### src/rtl/adc_seq_timer.sv
module adc_seq_timer #(
  parameter int RES_W = 10,
  parameter int DIV_W = 6,
  parameter int ST_W  = 6
) (
  input  logic              clk,
  input  logic              rst_n,
  input  logic              wr_en,
  input  logic [15:0]       wr_data,
  input  logic              cmp_in,
  output logic [15:0]       ctrl_rd,
  output logic              busy,
  output logic              sampling,
  output logic              done,
  output logic [RES_W-1:0]  result,
  output logic [RES_W-1:0]  sar_trial
);
  localparam int CNT_W = ST_W + 2;
  localparam int IDX_W = $clog2(RES_W);
  localparam logic [IDX_W-1:0] MSB_IDX = IDX_W'(RES_W - 1);
  localparam logic [IDX_W-1:0] LSB_8   = IDX_W'(RES_W - 8);
  localparam logic [RES_W-1:0] ONE     = RES_W'(1);

  logic             mode_q, res_q, busy_q, samp_q, done_q, res_l;
  logic [DIV_W-1:0] div_q, div_l, pcnt;
  logic [ST_W-1:0]  st_q, st_l;
  logic [CNT_W-1:0] scnt;
  logic [IDX_W-1:0] bidx;
  logic [RES_W-1:0] sar_q, result_q, sar_keep;

  wire start = wr_en && wr_data[13] && !busy_q;
  wire tick  = busy_q && (pcnt == div_l);
  wire [CNT_W-1:0] samp_last = {st_l, 2'b11};
  wire [IDX_W-1:0] lsb_idx = res_l ? LSB_8 : '0;

  always_comb begin
    sar_keep = sar_q;
    sar_keep[bidx] = cmp_in;
  end

  always_ff @(posedge clk or negedge rst_n) begin
    if (!rst_n) begin
      mode_q   <= 1'b0;
      res_q    <= 1'b1;
      div_q    <= '0;
      st_q     <= '0;
      busy_q   <= 1'b0;
      samp_q   <= 1'b0;
      done_q   <= 1'b0;
      res_l    <= 1'b0;
      div_l    <= '0;
      st_l     <= '0;
      pcnt     <= '0;
      scnt     <= '0;
      bidx     <= '0;
      sar_q    <= '0;
      result_q <= '0;
    end else begin
      done_q <= 1'b0;
      if (wr_en) begin
        if (!busy_q) mode_q <= wr_data[15];
        res_q <= wr_data[12];
        div_q <= wr_data[6 +: DIV_W];
        st_q  <= wr_data[0 +: ST_W];
      end
      if (start) begin
        busy_q <= 1'b1;
        samp_q <= 1'b1;
        pcnt   <= '0;
        scnt   <= '0;
        sar_q  <= '0;
        res_l  <= wr_data[12];
        div_l  <= wr_data[6 +: DIV_W];
        st_l   <= wr_data[0 +: ST_W];
      end else if (busy_q) begin
        pcnt <= tick ? '0 : pcnt + 1'b1;
        if (tick) begin
          if (samp_q) begin
            if (scnt == samp_last) begin
              samp_q <= 1'b0;
              sar_q  <= ONE << MSB_IDX;
              bidx   <= MSB_IDX;
            end else begin
              scnt <= scnt + 1'b1;
            end
          end else if (bidx == lsb_idx) begin
            result_q <= sar_keep;
            sar_q    <= '0;
            busy_q   <= 1'b0;
            done_q   <= 1'b1;
          end else begin
            sar_q <= sar_keep | (ONE << (bidx - 1'b1));
            bidx  <= bidx - 1'b1;
          end
        end
      end
    end
  end

  assign ctrl_rd   = {mode_q, samp_q, busy_q, res_q, div_q, st_q};
  assign busy      = busy_q;
  assign sampling  = samp_q;
  assign done      = done_q;
  assign result    = result_q;
  assign sar_trial = sar_q;
endmodule

### config.mk
export PLATFORM = sky130hd
export DESIGN_NAME = adc_seq_timer
export DESIGN_NICKNAME = d
export VERILOG_FILES = /design/src/rtl/adc_seq_timer.sv
export SDC_FILE = /design/constraint.sdc
export NUM_CORES = 1
export LEC_CHECK = 0
export BUFFER_PORTS_ARGS = -buffer_cell sky130_fd_sc_hd__buf_2
export CAP_MARGIN = 15
export CORE_MARGIN = 2
export CORE_UTILIZATION = 39
export DETAILED_ROUTE_END_ITERATION = 12
export HOLD_SLACK_MARGIN = 0.12
export PLACE_DENSITY_LB_ADDON = 0.15
export REMOVE_ABC_BUFFERS = 1
export SLEW_MARGIN = 20
export SYNTH_ARGS = -nofsm -noshare
export SYNTH_HDL_FRONTEND = slang
export SYNTH_SLANG_ARGS = --single-unit
### constraint.sdc
create_clock -name clk -period 3.1 [get_ports clk]
set_input_delay 0.155 -clock clk [delete_from_list [all_inputs] [get_ports clk]]
set_output_delay 0.155 -clock clk [all_outputs]
set_load 0.05 [all_outputs]
# [Word level (Yosys, flattened, before mapping)]
# Index checks and enable logic that the tools add are counted.
[word_totals] register_bits=68 input_bits=20 wordCells=82
[op_classes] addsub=3 magnitude_cmp=2 eq_ne=7 n_shift=1 mux=36 bitwise_logic=4 n_reduce_logical=14
[ops] op="$mux 10" count=6
[ops] op="$mux 8" count=5
[ops] op="$mux 6" count=3
[ops] op="$mux 1" count=16
[ops] op="$mux 4" count=3
[ops] op="$bwmux 10" count=1
[ops] op="$or 10x10->10" count=1
[ops] op="$reduce_and 5->1" count=2
[ops] op="$shl 1x4->10 const A" count=1
[ops] op="$add 8x1->8 const B" count=1
[ops] op="$eq 8x8->1" count=1
[ops] op="$add 6x1->6 const B" count=1
[ops] op="$eq 6x6->1" count=1
[ops] op="$reduce_bool 2->1" count=3
[ops] op="$lt 4x5->1 const B" count=1
[ops] op="$demux 1 s4" count=1
[ops] op="$eq 4x2->1" count=1
[ops] op="$ge 4x1->1 const B" count=1
[ops] op="$logic_and 1x1->1" count=4
[ops] op="$ne 2x2->1 const B" count=2
[ops] op="$reduce_and 2->1" count=2
[ops] op="$reduce_and 4->1" count=1
[ops] op="$sub 4x1->4 const B" count=1
[ops] op="$ne 3x1->1 const B" count=1
[ops] op="other kinds (5)" count=7

# [Logic depth before layout (Yosys ltp)]
# Gate-level depths: netlist (run 1).
[depth] depth_word=11 ltp_mapped=7 mapped_depth_nobuf=7

# [Least setup slack after synthesis (run 1)]
# OpenSTA, ideal clock, no wires.
[synth_path] path_kind="register -> register" from="register busy_q (netlist: busy)" to="register scnt[4]" setup_time_ps=78 arrival_ps=2013 path_slack_ps=1009 stages_incl_launch_ff=7 n_path_buf=2 period_less_slack_ps=2091 cell_sequence="dfrtp_1 buf_2 nand4_2 or2_0 buf_2 or4_1 a21oi_1"
[synth_via] elab_chain_len=4 elab_cells_between_ends=9 cone_classes="eq/ne: 1; mux: 1; reduce/logical: 7"
[synth_lines] item="start: declaration" line_no="24" text="logic mode_q, res_q, busy_q, samp_q, done_q, res_l;"
[synth_lines] item="start signal: assignment" line_no="47" text="busy_q <= 1'b0;"
[synth_lines] item="start signal: assignment" line_no="67" text="busy_q <= 1'b1;"
[synth_lines] item="start signal: assignment" line_no="89" text="busy_q <= 1'b0;"
[synth_lines] item="$logic_not 1->1"
[synth_lines] item="$logic_and 1x1->1" line_no="31" text="wire start = wr_en && wr_data[13] && !busy_q;"
[synth_lines] item="$ne 2x2->1 (no source line) or $reduce_bool 2->1 (tied branches)"
[synth_lines] item="$reduce_and 4->1 (no source line)"
[synth_lines] item="end signal: assignment" line_no="84" text="scnt <= scnt + 1'b1;"
[synth_lines] item="end: declaration" line_no="27" text="logic [CNT_W-1:0] scnt;"
# Parallel ways exist; a longest one is shown, timed or not.
# A chain may end at the register's enable or synchronous reset.

# [Final worst setup path (run 1)]
[layout_path] from="register pcnt[3]" to="register scnt[3]"
[layout_via] elab_chain_len=4
[layout_lines] item="start: declaration" line_no="25" text="logic [DIV_W-1:0] div_q, div_l, pcnt;"
[layout_lines] item="start signal: assignment" line_no="76" text="pcnt <= tick ? '0 : pcnt + 1'b1;"
[layout_lines] item="$eq 6x6->1" line_no="32" text="wire tick = busy_q && (pcnt == div_l);"
[layout_lines] item="$logic_and 1x1->1" line_no="32"
[layout_lines] item="$reduce_bool 2->1 (no source line)"
[layout_lines] item="$reduce_and 4->1 (no source line)"
# No other way between the ends.

==> qor.yml, run 1 <==
grt:
  grt_pass1_vias: 2664
  grt_max_degree: 32
  gr-usage-all-layers_pct: 17.3
  antenna_found_initial: 0
  grt.overflow.total: 0
  grt_pass1_wl_mm: 13.2
layout:
  postLayoutCoreUtil_pct: 47.3
  diodes: 0
  fin_nets: 419
  area_growth_pct: 19.9
  drive_gt1_share_pct: 28.7
  fillers: 832
  instances_no_fill: 502
synth:
  synth_edf_count: 0
  synthSimpleGateAreaFrac_pct: 15.4
  synth_cell_types: 48
  synth-xor-area-share_pct: 3.61
  synth_seq_cells: 68
  synth-compound-area-share_pct: 13.2
  synthArstFlopShare_pct: 100
  synth_ff_type: "dfrtp_1"
  ys_seq_area_share_pct: 50.2
  synthAdderAreaFrac_pct: 3.69
  syn_area_per_cell_um2: 10.6
  synth_area_mm2: 0.00339
  yosys_warnings: 0
  synth_top_family_by_area: "simple AND/OR/NAND/NOR gates"
  synth_cells: 321
  yosys-mux-area-fraction_pct: 10.4
detailed_routing:
  dr.pass1.iters: 4
  via_count: 2603
  avgRoutedWirePerCell_um: 15.0
  drt-initial-drc-count: 83
  drc: 0
  ant_nets: 0
  drt_wl_total_mm: 7.54
  viasPerCell: 5.19
outcome:
  status: "finished, final reports clean"
sta:
  setup-violations-final: 0
  finalCritPeriodShare_pct: 77.2
  fin_crit_ns: 2.39
  fin_skew_ns: 0.00613
  hold_viol_final: 0
  drv_slew: 0
  worstMarginPinSlew_ns: 1.03
  hold_slack_ns: 0.197
  max_slew_margin_pct: 31.5
  rsz0062_at_grt: "false"
  max_freq_ghz: 0.418
  tns_ns: 0
placement:
  place_hpwl_mm: 5.13
  globalplace.congestion: 0.787
  dp_cells: 471
  place.port_buffers: 57
floorplan:
  dieWidth_um: 97.3
  io_pins: 59
  die_h_um: 97.3
  coreArea_mm2: 0.00859
  row_count: 34
  start_util_pct: 39.5
  dieArea_mm2: 0.00946
setup_path:
  critPathMaxFanout: 18
  reg2reg_depth: 5
  startpoint_type: "register"
  r2r_slack_ns: 0.71
  cp_slowest_stage_delay_ns: 0.66
  crit_slowest_cell: "or2_0"
  r2r_end: "scnt[3]"
  critPathBufInv: 0
  r2r-start: "pcnt[3]"
  worst_ep_arrival_time_ns: 2.66
  endpoint_kind: "register"
  path_class: "reg -> reg"
  path_delay_family: "simple AND/OR/NAND/NOR gates"
  path_cells: "xnor2_1, nand3_1, or2_0, or4_1, a21oi_1"
  worstPathRequired_ns: 3.37
clock_network:
  cts_tree: "built"
  insertion_delay_ns: 0.35
  htreeDepth: 3
  ctsResizeCount: 0
  cts.root.buffer_cell: "clkbuf_8"
  cts_sinks: 68
  numCtsBuffers: 9
  clk_path_buf_depth: 2
  cts.clk_slew.worst_paths_ns: 0.08
pwr:
  p_leak_nw: 1.92
  power_mw: 3.96
  irDropWorstVdd_uv: 434
  power_density_mw_per_mm2: 974
worst_hold_path:
  holdCritPathClass: "in -> reg"
  min_from: "wr_data[13]"
  hold_depth: 4
  min_to: "pcnt[3]"
flow_run:
  cap_violations: 0
## worst max-delay path by stage
stage / endpoint / cells past startpoint / slack, ns / startpoint
final: scnt[3] / 5 / 0.71 / pcnt[3]
after global routing: scnt[4] / 5 / 0.55 / pcnt[3]
after CTS: scnt[3] / 5 / 0.73 / pcnt[3]
after detailed placement: scnt[3] / 5 / 0.77 / pcnt[3]
after global placement: result[4] / 4 / 0.83 / bidx[1]
after floorplan: scnt[4] / 4 / 0.51 / busy
## repair_timing
action | CTS | global route
endpoints found under the hold margin | 39 | 0
setup buffers | 0 | 0
hold buffers | 15 | 0
## cell families after synthesis
| logic type | after synthesis |
|---|---|
| xor+xnor | 14 |
| compound gates | 65 |
| mux | 32 |
| fa+ha+maj | 10 |
| simple gates | 109 |
| flops | 68 |
| buf+inv | 23 |
## worst register-to-register path, cell delays in order (launching register included)
cell     delay [ns]
dfrtp_1        0.45
xnor2_1        0.16
nand3_1        0.25
or2_0          0.66
or4_1          0.64
a21oi_1        0.17
## per-stage QoR
stage                     cell area [um2]  worst slack, ns
after floorplan                      3290            0.510
after global placement               3740            0.828
after detailed placement             3740            0.765
after CTS                            4070            0.728
after global routing                 4070            0.552
final                                4070            0.707
## final cells by class
| cell class | count | area, um2 | area share [%] |
|---|---|---|---|
| Sequential cell | 68 | 1700 | 41.9 |
| Tap cell | 108 | 135 | 3.32 |
| Multi-Input combinational cell | 230 | 1570 | 38.7 |
| Clock inverter | 7 | 52.6 | 1.29 |
| Clock buffer | 9 | 124 | 3.05 |
| Inverter | 4 | 15.0 | 0.369 |
| Timing Repair Buffer | 76 | 465 | 11.4 |
## metal layers
metal,up-vias,wire length (um),share of wire (%),GRT usage [%]
met5,-,0,0,0
met4,0,136,1.8,7.16
met3,11,214,2.8,3.09
met2,40,3530,47,27.1
met1,1284,3660,49,23.8
li1,1268,-,-,-
## cell usage after synthesis, types with 2 or more instances
master | n | share of area (%)
a21oi_1 | 19 | 2.8
dfrtp_1 | 67 | 49
xor2_1 | 7 | 1.8
nand3_1 | 6 | 0.88
ha_1 | 10 | 3.7
nand4_1 | 2 | 0.37
clkbuf_1 | 9 | 1.0
a211o_1 | 2 | 0.52
inv_1 | 4 | 0.44
buf_2 | 4 | 0.59
a31oi_1 | 5 | 0.92
mux2_2 | 25 | 8.3
or4_1 | 5 | 1.1
o2bb2ai_1 | 11 | 2.8
nor3_1 | 2 | 0.29
a21boi_0 | 4 | 0.88
buf_4 | 5 | 1.1
o31ai_1 | 6 | 1.3
and2_1 | 2 | 0.37
nand2_1 | 59 | 6.5
xnor2_1 | 7 | 1.8
nand2b_1 | 2 | 0.37
nor2b_1 | 5 | 0.92
or2_2 | 3 | 0.55
and3_1 | 3 | 0.55
mux2i_1 | 6 | 1.8
nor2_1 | 14 | 1.5
o21ai_0 | 7 | 1.0
## state kept, by name (all words and copies together) (netlist names)
register and flops:
div_l 6, sar_trial 10, busy 1, scnt 8, sampling 1, done 1, res_q 1, res_l 1
st_l 6, bidx 4, mode_q 1, st_q 6, pcnt 6, result 10, div_q 6
## report_power, final
group	internal, mW	switching, mW
registers	1.20	0.307
clock network	0.292	0.373
logic	0.644	1.15
total	2.13	1.83
## cells in the final DEF, fill, tap and decap left out, types with 2 or more instances in the layout
cell type      count
clkinvlp_4         4
a31oi_1            5
ha_1              10
nand3_1            6
dfrtp_1           67
buf_4              4
dlygate4sd3_1     15
mux2_2            25
o31ai_1            6
xor2_1             7
or4_1              5
clkbuf_8           9
a21oi_1           19
a21boi_0           4
o21ai_0            7
nor2_1            14
buf_2             57
xnor2_1            7
nor2b_1            5
a211o_1            2
nand2b_1           2
nand4_1            2
mux2i_1            6
and2_1             2
nand2_1           59
nor3_1             2
or2_2              3
and3_1             3
inv_1              4
o2bb2ai_1         11
Power figures use the tool's default switching activity.
==> inputs of run 2 (changes only) <==
--- a/config.mk
+++ b/config.mk
@@ -5,6 +5,7 @@
 export SDC_FILE = /design/constraint.sdc
 export NUM_CORES = 1
 export LEC_CHECK = 0
+export ABC_AREA = 1
 export BUFFER_PORTS_ARGS = -buffer_cell sky130_fd_sc_hd__buf_2
 export CAP_MARGIN = 15
 export CORE_MARGIN = 2
==> constraint.sdc (replaced) <==
create_clock -name clk -period 2.33 [get_ports clk]
set_input_delay 0.1165 -clock clk [delete_from_list [all_inputs] [get_ports clk]]
set_output_delay 0.1165 -clock clk [all_outputs]
set_load 0.05 [all_outputs]
==> run 2 against run 1 <==
Against the previous run: sequential share of layout area down 3.2 points; routed wire length rose by 5.2%; critical endpoint is now sar_trial[6]; setup slack got worse by 0.22 ns; largest cell class unchanged; clock skew up 0.0064 ns.
==> qor.yml, run 2 <==
outcome:
  status: "finished, final reports clean"
sta:
  max_slew_margin_pct: 56.5  # +25 points
  fin_crit_ns: 1.84  # -0.553 ns
  hold_viol_final: 0  # unchanged
  worstMarginPinSlew_ns: 0.653  # -0.375 ns
  rsz0062_at_grt: "false"
  setup-violations-final: 0  # unchanged
  fin_skew_ns: 0.0126  # +0.00642 ns
  finalCritPeriodShare_pct: 79.0  # +1.8 points
  drv_slew: 0  # unchanged
  tns_ns: 0  # unchanged
  max_freq_ghz: 0.543  # +30%
synth:
  synth_area_mm2: 0.00352  # +3.7%
  yosysTopAreaCell: "dfrtp_1"
  yosysMostFrequentCell: "nand2_1"
  synthArstFlopShare_pct: 100  # unchanged
  synth_cells: 456  # +42%
  synth_top_area_share_pct: 47.6  # -1.8 points
  synth_seq_cells: 68  # unchanged
  yosys_warnings: 0  # unchanged
  ys_seq_area_share_pct: 48.4  # -1.8 points
  synth_ff_type: "dfrtp_1"
  synth_edf_count: 0  # unchanged
  synth.area.top_cells: "dfrtp_1 (48%), nand2_1 (19%), inv_1 (5.0%), o21ai_0 (4.6%), nand3_1 (3.8%)"
  syn_area_per_cell_um2: 7.72  # -27%
  yosys-top-cells-count: "nand2_1 (174), dfrtp_1 (67), inv_1 (47)"
  synth_cell_types: 31  # -35%
setup_path:
  path_class: "reg -> reg"
  worst_ep_arrival_time_ns: 2.13  # -0.53 ns
  startpoint_type: "register"
  critPathMostFrequentCell: "nand2_1"
  path_cells: "inv_1, ha_1, xor2_1, buf_4, nand2_1, o21ai_0, nand2_1, nand2_1"
  critPathMaxFanout: 8  # -10
  worstPathRequired_ns: 2.62  # -0.75 ns
  cp_slowest_stage_delay_ns: 0.50  # -0.16 ns
  crit_slowest_cell: "dfrtp_1"
  endpoint_kind: "register"
  path_delay_family: "flip-flops"
  critPathBufInv: 2  # +2
placement:
  dp_cells: 615  # +31%
  place_hpwl_mm: 5.52  # +7.6%
  place.port_buffers: 57  # unchanged
  globalplace.congestion: 0.856  # +8.7%
clock_network:
  insertion_delay_ns: 0.35  # about the same
  htreeDepth: 3  # unchanged
  cts_tree: "built"
  cts.clk_slew.worst_paths_ns: 0.08  # about the same
  clk_path_buf_depth: 2  # unchanged
  cts_setup_buffers: 0  # unchanged
  cts_sinks: 68  # unchanged
  ctsResizeCount: 0  # unchanged
  numCtsBuffers: 9  # unchanged
  cts.root.buffer_cell: "clkbuf_8"
  hold_buffers: 24  # +9
pwr:
  internal_power_mw: 3.13  # +47%
  power_density_mw_per_mm2: 1300  # +33%
  irDropWorstVdd_uv: 462  # +6.5%
  seq_power_share_pct: 34.3  # -3.6 points
  swShare_pct: 45.4  # -0.85 points
  p_switching_mw: 2.60  # +42%
  p_leak_nw: 2.43  # +26%
  pwr-share-clk_pct: 21.4  # +4.6 points
  p_comb_share_pct: 44.3  # -1.0 points
detailed_routing:
  viasPerCell: 4.67  # -9.9%
  avgRoutedWirePerCell_um: 12.1  # -19%
  drc: 0  # unchanged
  via_count: 3060  # +18%
  dr.pass1.iters: 4  # unchanged
  ant_nets: 0  # unchanged
  drt-initial-drc-count: 164  # +98%
  drt_wl_total_mm: 7.94  # +5.2%
layout:
  final_cell_mix: "nand2_1 (174), dfrtp_1 (67), buf_2 (57)"
  final_common_cell: "nand2_1"
  diodes: 0  # unchanged
  instances_no_fill: 655  # +30%
  fin_nets: 572  # +37%
  area_growth_pct: 25.3
  drive_gt1_share_pct: 17.7  # -11 points
grt:
  antenna_found_initial: 0  # unchanged
  gr-usage-all-layers_pct: 17.4  # +0.089 points
  grt_pass1_vias: 2974  # +12%
  grt.overflow.total: 0  # unchanged
  grt_max_degree: 43  # +34%
  grt_pass1_wl_mm: 13.7  # +4.1%
floorplan:
  row_count: 34  # unchanged
  die_h_um: 99  # +1.8%
  dieWidth_um: 99  # +1.8%
  dieArea_mm2: 0.00980  # +3.6%
  io_pins: 59  # unchanged
  coreArea_mm2: 0.00872  # +1.5%
  start_util_pct: 40.4  # +0.87 points
flow_run:
  cap_violations: 0  # unchanged
worst_hold_path:
  holdCritPathClass: "in -> async"
[run 2: cell families after synthesis]
logic type,Yosys count,synth area share [%]
and+or+nand+nor,249,29.5
buffers and inverters,69,8.35
DFF,68,48.4
AOI/OAI and AO/OA,48,7.22
xor gates and xnor gates,12,2.99
adders and majority gates,10,3.55
[run 2: metal layers]
metal  vias to the layer above  part of all wire (%)  global-route usage, %
met1                      1421                    48                   24.1
met2                        48                    47                   27.0
met4                         0                   1.6                   7.38
li1                       1583                     -                      -
met3                         8                   3.6                   2.84
met5                         -                     0                      0
[run 2: worst paths after layout]
check,start,endpoint,slack [ns],cells past startpoint
hold reg to reg,div_q[1],div_q[1],0.47,2
max in group asynchronous,rst_n,res_q,1.31,3
hold / removal,rst_n,st_q[4],0.32,2
setup reg to reg,bidx[0],sar_trial[6],0.49,8
min in group clk,wr_data[13],div_l[1],0.33,6
setup / recovery,bidx[0],sar_trial[6],0.49,8
[run 2: stage by stage]
| stage | util (%) | total power [mW] | area, um2 | worst slack (ns) | hold WS (ns) |
|---|---|---|---|---|---|
| floorplan | - | 3.84 | 3440 | 0.162 | -0.179 |
| finish | 50.6 | 5.73 | 4410 | 0.490 | 0.316 |
| global placement | 44.9 | 4.47 | 3920 | 0.530 | 0.181 |
| global route | 50.6 | 6.19 | 4410 | 0.293 | 0.378 |
| CTS | 50.6 | 5.78 | 4410 | 0.484 | 0.327 |
| detailed placement | 44.9 | 4.51 | 3920 | 0.505 | 0.187 |
[run 2: power groups by stage]
| stage | clock (mW) | sequential (mW) | combinational (mW) |
|---|---|---|---|
| floorplan | 0 | 2.50 | 1.34 |
| global placement | 0 | 1.98 | 2.49 |
| detailed placement | 0 | 2.00 | 2.52 |
| CTS | 1.24 | 1.97 | 2.56 |
| global route | 1.29 | 2.04 | 2.86 |
| finish | 1.22 | 1.97 | 2.54 |
[run 2: final cells by class]
type	count	area, um2
fill	854	4310
sequential	68	1700
multi-input combinational	319	1520
timing repair buffer	87	583
inverter	57	216
clock buffer	10	138
tap	108	135
clock inverter	6	111
[run 2: worst register-to-register path, cell delays in order (launching register included)]
cell and delay [ns]:
dfrtp_1 0.50, inv_1 0.17, ha_1 0.29, xor2_1 0.29
buf_4 0.20, nand2_1 0.05, o21ai_0 0.16, nand2_1 0.07
nand2_1 0.07
